[src/rtl/fgc_pkg.sv]
package fgc_pkg;
  typedef enum logic [1:0] {
    TGT_CTRL  = 2'd0,
    TGT_OPEN  = 2'd1,
    TGT_CLOSE = 2'd2,
    TGT_NONE  = 2'd3
  } tgt_e;

  localparam int unsigned CTRL_GLOB_POS = 0;
  localparam int unsigned CTRL_DBG_POS  = 1;
endpackage

[src/rtl/fgc_rst_sync.sv]
module fgc_rst_sync #(
  parameter int unsigned STAGES = 2
) (
  input  logic clk,
  input  logic rst_n,
  output logic rst_sync_n
);
  logic [STAGES-1:0] sync_q;

  always_ff @(posedge clk or negedge rst_n) begin
    if (!rst_n) sync_q <= '0;
    else        sync_q <= {sync_q[STAGES-2:0], 1'b1};
  end

  assign rst_sync_n = sync_q[STAGES-1];
endmodule

[src/rtl/fgc_order_check.sv]
module fgc_order_check
  import fgc_pkg::*;
#(
  parameter int unsigned N_PAIRS = 16
) (
  input  logic               clk,
  input  logic               rst_n,
  input  logic               req_valid,
  input  logic [1:0]         req_tgt,
  input  logic [N_PAIRS-1:0] req_data,
  input  logic               cur_glob,
  input  logic               cur_dbg,
  input  logic [N_PAIRS-1:0] cur_open,
  input  logic [N_PAIRS-1:0] cur_close,
  output logic               viol
);
  logic               hit_open, hit_close;
  logic [N_PAIRS-1:0] clr_open, clr_close;
  logic [N_PAIRS-1:0] bad_open, bad_close;

  assign hit_open  = req_valid && (tgt_e'(req_tgt) == TGT_OPEN);
  assign hit_close = req_valid && (tgt_e'(req_tgt) == TGT_CLOSE);
  assign clr_open  = hit_open  ? (cur_open  & ~req_data) : '0;
  assign clr_close = hit_close ? (cur_close & ~req_data) : '0;

  for (genvar x = 0; x < N_PAIRS; x++) begin : g_rule
    if (x == 0) begin : g_head
      // first open bit needs both lock bits programmed
      assign bad_open[x] = clr_open[x] & (cur_glob | cur_dbg);
    end else begin : g_link
      // later open bits need the previous close bit programmed
      assign bad_open[x] = clr_open[x] & cur_close[x-1];
    end
    assign bad_close[x] = clr_close[x] & cur_open[x];
  end

  assign viol = (|bad_open) | (|bad_close);

  // a control-word or reserved request never violates ordering
  p_ctrl_no_viol_r2: assert property (@(posedge clk) disable iff (!rst_n)
    (req_valid && (req_tgt == 2'd0 || req_tgt == 2'd3)) |-> !viol);
endmodule

[src/rtl/fgc_nv_store.sv]
module fgc_nv_store
  import fgc_pkg::*;
#(
  parameter int unsigned N_PAIRS = 16
) (
  input  logic               clk,
  input  logic               rst_n,
  input  logic               prog_valid,
  input  logic [1:0]         prog_tgt,
  input  logic [N_PAIRS-1:0] prog_data,
  input  logic               erase_req,
  input  logic               stat_rd,
  input  logic               viol,
  output logic               glob_q,
  output logic               dbg_q,
  output logic [N_PAIRS-1:0] open_q,
  output logic [N_PAIRS-1:0] close_q,
  output logic               err_q
);
  localparam logic [N_PAIRS-1:0] ERASED = {N_PAIRS{1'b1}};

  logic               glob_d, dbg_d, err_d;
  logic [N_PAIRS-1:0] open_d, close_d;
  logic               accept, upd_en;

  assign accept = prog_valid && !erase_req && !viol;
  assign upd_en = erase_req || prog_valid || stat_rd;

  always_comb begin
    glob_d  = glob_q;
    dbg_d   = dbg_q;
    open_d  = open_q;
    close_d = close_q;
    err_d   = err_q;
    if (erase_req) begin
      glob_d  = 1'b1;
      dbg_d   = 1'b1;
      open_d  = ERASED;
      close_d = ERASED;
    end else if (accept) begin
      unique case (tgt_e'(prog_tgt))
        TGT_CTRL: begin
          glob_d = glob_q & prog_data[CTRL_GLOB_POS];
          dbg_d  = dbg_q  & prog_data[CTRL_DBG_POS];
        end
        TGT_OPEN:  open_d  = open_q  & prog_data;
        TGT_CLOSE: close_d = close_q & prog_data;
        default: ;
      endcase
    end
    if (prog_valid && !erase_req && viol) err_d = 1'b1;
    else if (stat_rd)                     err_d = 1'b0;
  end

  always_ff @(posedge clk or negedge rst_n) begin
    if (!rst_n) begin
      glob_q  <= 1'b1;
      dbg_q   <= 1'b1;
      open_q  <= ERASED;
      close_q <= ERASED;
      err_q   <= 1'b0;
    end else if (upd_en) begin
      glob_q  <= glob_d;
      dbg_q   <= dbg_d;
      open_q  <= open_d;
      close_q <= close_d;
      err_q   <= err_d;
    end
  end

  // without erase, no stored bit ever returns from 0 to 1
  p_clear_only_r2: assert property (@(posedge clk) disable iff (!rst_n)
    !erase_req |=> (((open_q & ~$past(open_q)) == '0) &&
                    ((close_q & ~$past(close_q)) == '0) &&
                    !(glob_q && !$past(glob_q)) && !(dbg_q && !$past(dbg_q))));

  // open bit 0 programmed implies both lock bits programmed
  p_head_order_r3: assert property (@(posedge clk) disable iff (!rst_n)
    !open_q[0] |-> (!glob_q && !dbg_q));

  // a programmed open bit x>0 implies close bit x-1 programmed
  p_link_order_r4: assert property (@(posedge clk) disable iff (!rst_n)
    ((~open_q[N_PAIRS-1:1] & close_q[N_PAIRS-2:0]) == '0));

  // a programmed close bit implies its open bit programmed
  p_pair_order_r5: assert property (@(posedge clk) disable iff (!rst_n)
    ((~close_q & open_q) == '0));

  // a rejected request leaves the chains alone and flags an error
  p_reject_r6: assert property (@(posedge clk) disable iff (!rst_n)
    (prog_valid && viol && !erase_req) |=>
      (err_q && $stable(open_q) && $stable(close_q)));

  // erase restores the delivery state
  p_erase_r9: assert property (@(posedge clk) disable iff (!rst_n)
    erase_req |=> (glob_q && dbg_q && open_q == ERASED && close_q == ERASED));
endmodule

[src/rtl/fgc_tmp_reg.sv]
module fgc_tmp_reg (
  input  logic clk,
  input  logic rst_n,
  input  logic wr_req,
  input  logic wr_val,
  input  logic fetch_internal,
  input  logic erase_req,
  output logic tmp_q
);
  logic wr_en, tmp_d;

  assign wr_en = erase_req || (wr_req && fetch_internal);
  assign tmp_d = erase_req ? 1'b0 : wr_val;

  always_ff @(posedge clk or negedge rst_n) begin
    if (!rst_n)     tmp_q <= 1'b0;
    else if (wr_en) tmp_q <= tmp_d;
  end

  // writes from outside internal flash are dropped
  p_foreign_wr_r8: assert property (@(posedge clk) disable iff (!rst_n)
    (!fetch_internal && !erase_req) |=> $stable(tmp_q));

  // erase always clears the volatile bit
  p_erase_tmp_r9: assert property (@(posedge clk) disable iff (!rst_n)
    erase_req |=> !tmp_q);
endmodule

[src/rtl/fgc_eval.sv]
module fgc_eval #(
  parameter int unsigned N_PAIRS = 16
) (
  input  logic               clk,
  input  logic               rst_n,
  input  logic               glob_bit,
  input  logic [N_PAIRS-1:0] open_bits,
  input  logic [N_PAIRS-1:0] close_bits,
  input  logic               tmp_unlock,
  output logic               prot_active
);
  logic [N_PAIRS-1:0] lift;

  for (genvar x = 0; x < N_PAIRS; x++) begin : g_lift
    assign lift[x] = !open_bits[x] && close_bits[x];
  end

  assign prot_active = !glob_bit && (lift == '0) && !tmp_unlock;

  // ordering keeps at most one pair lifting at a time
  p_single_lift_r7: assert property (@(posedge clk) disable iff (!rst_n)
    $onehot0(lift));

  // the volatile bit always suspends protection
  p_tmp_suspends_r7: assert property (@(posedge clk) disable iff (!rst_n)
    tmp_unlock |-> !prot_active);
endmodule

[src/rtl/flash_guard_ctrl.sv]
module flash_guard_ctrl
  import fgc_pkg::*;
#(
  parameter int unsigned N_PAIRS   = 16,
  parameter int unsigned RST_SYNCS = 2
) (
  input  logic               clk,
  input  logic               rst_n,
  input  logic               prog_valid,
  input  logic [1:0]         prog_tgt,
  input  logic [N_PAIRS-1:0] prog_data,
  input  logic               erase_req,
  input  logic               stat_rd,
  input  logic               tmp_wr,
  input  logic               tmp_wr_val,
  input  logic               fetch_internal,
  output logic               glob_bit,
  output logic               dbg_bit,
  output logic [N_PAIRS-1:0] open_bits,
  output logic [N_PAIRS-1:0] close_bits,
  output logic               tmp_unlock,
  output logic               seq_err,
  output logic               prot_active
);
  logic rst_int_n;
  logic viol;

  fgc_rst_sync #(.STAGES(RST_SYNCS)) u_rst (
    .clk        (clk),
    .rst_n      (rst_n),
    .rst_sync_n (rst_int_n)
  );

  fgc_order_check #(.N_PAIRS(N_PAIRS)) u_order (
    .clk       (clk),
    .rst_n     (rst_int_n),
    .req_valid (prog_valid),
    .req_tgt   (prog_tgt),
    .req_data  (prog_data),
    .cur_glob  (glob_bit),
    .cur_dbg   (dbg_bit),
    .cur_open  (open_bits),
    .cur_close (close_bits),
    .viol      (viol)
  );

  fgc_nv_store #(.N_PAIRS(N_PAIRS)) u_store (
    .clk        (clk),
    .rst_n      (rst_int_n),
    .prog_valid (prog_valid),
    .prog_tgt   (prog_tgt),
    .prog_data  (prog_data),
    .erase_req  (erase_req),
    .stat_rd    (stat_rd),
    .viol       (viol),
    .glob_q     (glob_bit),
    .dbg_q      (dbg_bit),
    .open_q     (open_bits),
    .close_q    (close_bits),
    .err_q      (seq_err)
  );

  fgc_tmp_reg u_tmp (
    .clk            (clk),
    .rst_n          (rst_int_n),
    .wr_req         (tmp_wr),
    .wr_val         (tmp_wr_val),
    .fetch_internal (fetch_internal),
    .erase_req      (erase_req),
    .tmp_q          (tmp_unlock)
  );

  fgc_eval #(.N_PAIRS(N_PAIRS)) u_eval (
    .clk         (clk),
    .rst_n       (rst_int_n),
    .glob_bit    (glob_bit),
    .open_bits   (open_bits),
    .close_bits  (close_bits),
    .tmp_unlock  (tmp_unlock),
    .prot_active (prot_active)
  );
endmodule

[config.mk]
export PLATFORM = sky130hd
export DESIGN_NAME = flash_guard_ctrl
export DESIGN_NICKNAME = d
export VERILOG_FILES = /design/src/rtl/fgc_pkg.sv /design/src/rtl/fgc_rst_sync.sv /design/src/rtl/fgc_order_check.sv /design/src/rtl/fgc_nv_store.sv /design/src/rtl/fgc_tmp_reg.sv /design/src/rtl/fgc_eval.sv /design/src/rtl/flash_guard_ctrl.sv
export SDC_FILE = /design/constraint.sdc
export NUM_CORES = 1
export LEC_CHECK = 0
export BUFFER_PORTS_ARGS = -buffer_cell sky130_fd_sc_hd__clkbuf_2
export CAP_MARGIN = 20
export CORE_UTILIZATION = 45
export CTS_BUF_LIST = sky130_fd_sc_hd__clkbuf_16
export DETAILED_ROUTE_END_ITERATION = 6
export MAX_ROUTING_LAYER = met4
export PLACE_DENSITY = 0.75
export SYNTH_ARGS = -nofsm -noshare
export SYNTH_HDL_FRONTEND = slang
export SYNTH_SLANG_ARGS = --single-unit
export TNS_END_PERCENT = 30
[constraint.sdc]
create_clock -name clk -period 1.2 [get_ports clk]
set_input_delay 0.06 -clock clk [delete_from_list [all_inputs] [get_ports clk]]
set_output_delay 0.06 -clock clk [all_outputs]
set_load 0.02 [all_outputs]
[Word-level counts from Yosys, hierarchy flattened]
Cells that the tools add are included.
Storage, ports and cells
  register bits after elaboration: 38
  output and inout port bits: 37
  word-level logic and storage cells: 127
Operators by class
  equal/unequal tests: 2
  mux-type cells: 17
  bitwise gates (word level): 41
  reduce and logical (&&, ||, !) cells: 60
Operators with widths (count)
  2-to-1 mux 16 bit: 8
  AND 16 bit: 4
  AND 1 bit: 34
  OR reduction 16 bit: 2
  logical AND 1 bit: 24
  zero test 1 bit: 20
  zero test 16 bit: 1
  inverter 16 bit: 1
  nonzero test 2 bit: 5
  2-to-1 mux 1 bit: 9
  AND reduction 3 bit: 3
  logical OR 1 bit: 3
  equality test 2 x 1 -> 1 bit, second input constant: 1
  equality test 2 bit, second input constant: 1
  zero test 2 bit: 1
  OR 1 bit: 2
  AND reduction 2 bit: 1

[Logic depth before layout (Yosys ltp)]
  word-level depth: 10
  mapped depth: 6
  gate-level depth less buffers: 5

[By module]
A second synthesis with hierarchy kept.
Unflattened totals
  cells, all modules: 212
  area total of the unflattened synthesis: 2067.0 sq um
Modules (own cells, without submodules)
  fgc_nv_store: times used 1, cells each 135, area an instance 1496.4 sq um
  fgc_order_check: times used 1, cells each 46, area an instance 326.6 sq um
  fgc_eval: times used 1, cells each 24, area an instance 141.4 sq um
  fgc_rst_sync: times used 1, cells each 3, area an instance 53.8 sq um
  fgc_tmp_reg: times used 1, cells each 4, area an instance 48.8 sq um

[Least setup slack after synthesis]
OpenSTA, ideal clock, no wires.
  kind: reg-to-output
  from: register u_store.open_q[4]
  to: output port prot_active
  data arrival time: 1.695 ns
  data required time: 1.140 ns
  setup slack: -0.555 ns
  cell stages (with the launch flop): 5
  buffers on the path: 0
  path through: dfstp_2 inv_1 a222oi_1 nand3_1 nor4_1
Between the ends
  word-level cells in the longest chain between the ends: 5
Ends and longest elaborated chain
  start, declared: RTL line fgc_nv_store.sv:16  | output logic [N_PAIRS-1:0] open_q,
  start signal, assigned: RTL line fgc_nv_store.sv:65  | open_q <= open_d;
  zero test 1 bit: RTL line fgc_eval.sv:15  | assign lift[x] = !open_bits[x] && close_bits[x];
  logical AND 1 bit: RTL line fgc_eval.sv:15
  zero test 16 bit: RTL line fgc_eval.sv:18  | assign prot_active = !glob_bit && (lift == '0) && !tmp_unlock;
  logical AND 1 bit (2 in a row): RTL line fgc_eval.sv:18
  end, declared: RTL line flash_guard_ctrl.sv:23  | output logic prot_active
Every way passes these cells.

[Final worst setup path]
  from: register u_store.open_q[14]
  to: output port prot_active
The elaborated chain is that of the path after synthesis.

==> impl_metrics.tcl <==
set metrics [dict create \
    layout-drive-gt1-share_pct 60.78 \
    gp_congestion 0.8214 \
    clk_pin_slew_ns 0.06 \
    power_switching_share_pct 22.32 \
    seqCellArea_um2 993.5 \
    ys_ff_latch 38 \
    post-place-cells 322 \
    ys_top_cells_by_area "dfstp_2 47%, o22a_1 12%, nand3b_1 12%, dfrtp_1 5.3%, inv_1 3.2%" \
    cts_buffer_depth 2 \
    syn_avg_cell_area_um2 11.57 \
    die_w_um 66.95 \
    fin_hold_ws_ns 0.03883 \
    num_vias 1846 \
    clock_latency_ns 0.28 \
    cts_tree "built" \
    drc_errors 0 \
    syn_nets 190 \
    crit_type "flop to primary output" \
    synth_cell_type_count 28 \
    drv_cap 0 \
    reg2reg_depth 7 \
    crit_fanout 5 \
    min_delay_path_depth 3 \
    antenna_found_initial 0 \
    final_nets 309 \
    switchingPower_mw 0.6234 \
    leakage_nw 1.384 \
    clkPwrFrac_pct 43.6 \
    track_usage_pct 27.03 \
    synth_most_common_cell "dfstp_2" \
    period_share_pct 151.0 \
    die_area_um2 4482 \
    peakVddDrop_mv 0.8048 \
    ant_nets 0 \
    ys_seq_area_share_pct 52.34 \
    post_drt_wl_per_cell_um 16.76 \
    wl_um 5582 \
    synthArstFlopShare_pct 100.0 \
    reg2reg_slack_ns -0.41 \
    placed_area_um2 2660 \
    internal_power_mw 2.170 \
    combPwrFrac_pct 9.6 \
    violations "negative setup slack" \
    hpwl_um 4018 \
    yosysTopAreaCell "dfstp_2" \
    synth_edf_count 0 \
    dr.pass1.iters 4 \
    power_density_nw_per_um2 963.6 \
    synth_top_area_share_pct 47.07 \
    syn_inst 164 \
    hold_path_class "input pin to flop" \
    p_total_mw 2.793 \
    finalCriticalPeriod_ns 1.812 \
    cts_sinks 38 \
    endpoint_kind "primary output" \
    fin_ws_ns -0.6117 \
    finalMaxSlewViolations 0 \
    r2r_end "u_store.close_q[0]" \
    rsz0062_at_grt "yes" \
    final_area_um2 2899 \
    start_kind "flop" \
    rows 23 \
    hold_viol_final 0 \
    synth-main-ff-cell "dfstp_2" \
    fmax_mhz 552.0 \
    ys_top_cells_by_count "34 x dfstp_2, 30 x nand3b_1, 27 x o22a_1, 16 x inv_1, 6 x nand4_1" \
    grt_pass1_vias 1765 \
    ios 63 \
    setup-violations-final 34 \
    place_ws_ns -0.3701 \
    drtIter0Drc 79 \
    viasPerCell 5.544 \
    min_from "tmp_wr_val" \
    grt_start_max_net_pins 25 \
    regToRegStartpoint "u_store.open_q[0]" \
    cp.required_ns 1.14 \
    n_antenna_cell 0 \
    overflow 0 \
    numCtsBuffers 5 \
    outcome "finished with violations" \
    root_buffer "clkbuf_16" \
    seq_power_share_pct 46.8 \
    min_to "u_tmp.tmp_q" \
    critPathArrivalTime_ns 1.75 \
    grt_pass1_wl_um 8549 \
    port_buffers 62 \
    nFillCells 308 \
    synth-warning-count 0 \
    skew_ns 0.005119 \
    ctsHtreeMaxLevel 2 \
    areaGrowthSynthToFinish_pct 52.74 \
    synth_area_um2 1898 \
    fin_cells 333 \
    core-area_um2 4029 \
    die_height_um 66.95 \
    multi_input_area_um2 852.1 \
    start_util_pct 47.11 \
]
-- routing by layer --
metal	wire length, um	vias up	global-route usage [%]
li1	-	866	-
met1	2363	913	32.33
met2	2865	56	44.70
met3	237	11	5.822
met4	115	0	9.574
met5	0	-	-
-- through the flow --
step	setup TNS [ns]	utilization (%)
after floorplan	-6.753	-
after global placement	-9.100	66.02
after detailed placement	-9.980	66.02
after CTS	-12.94	71.09
after global routing	-14.97	71.96
final	-12.78	71.96
-- critical path: stages, from the launching register on --
cell and delay [ns]:
dfstp_2 0.56, o22ai_1 0.09, nor4_2 0.33, nand3_1 0.17
nor4_4 0.15, buf_4 0.17
-- kinds of logic after synthesis --
group,count (synthesis),share of synthesized area [%]
AND/OR/NAND/NOR,60,23.01
flip-flops,38,52.34
other,1,0.1976
AO/OA/AOI/OAI,43,19.31
buffers and inverters,22,5.142
-- worst max path at each step --
stage,from,endpoint,cells after the start
after floorplan,u_store.open_q[4],prot_active,4
after global placement,u_store.open_q[0],prot_active,5
after detailed placement,u_store.open_q[0],prot_active,5
after CTS,u_store.open_q[8],prot_active,5
after global routing,u_store.open_q[14],prot_active,5
final,u_store.open_q[14],prot_active,5
-- cells in the final DEF (no fill, tap or decap), types with 2 or more instances in the layout --
master and instances:
clkbuf_2 57, buf_4 47, dfstp_2 34, nand3b_1 30
o22a_1 27, inv_1 17, buf_6 8, nand4_1 6
o22a_2 5, clkbuf_16 5, o22ai_1 4, nand2_1 4
dfrtp_1 4, nand2b_1 3, nor3b_1 3, nor2b_1 2
nor4_2 2, nand3_1 2, nor4_4 2, o31ai_1 2
buf_2 2, buf_8 2
-- flip-flops by register name, indices dropped and copies added, names as in the netlist --
name             flops
u_store.dbg_q        1
u_rst.sync_q         2
u_store.close_q     16
u_store.glob_q       1
u_store.err_q        1
u_store.open_q      16
u_tmp.tmp_q          1
-- cell type report --
class	count	share of cell area, %
flip-flops and latches	38	34.27
clock inverters	2	0.2590
inverters	16	2.072
clock buffers	5	4.316
well taps	50	2.158
repair buffers	118	27.54
multi-input cells	104	29.39
-- timing repair --
item / CTS / global route
hold endpoints to repair: 2 / 0
hold buffers: 1 / 0
pin swaps: 11 / 10
gates resized for setup: 10 / 11
buffers inserted: 2 / 1
setup endpoints to repair: 34 / 37
gates cloned: 0 / 0
-- power by group through the flow --
stage               logic (mW)  registers (mW)  clock network [mW]
floorplan               0.0926            1.35                   0
global placement         0.260            1.32                   0
detailed placement       0.263            1.32                   0
CTS                      0.268            1.31                1.23
global route             0.294            1.31                1.28
finish                   0.269            1.31                1.22
No activity file was read; power rests on OpenSTA's default activity.
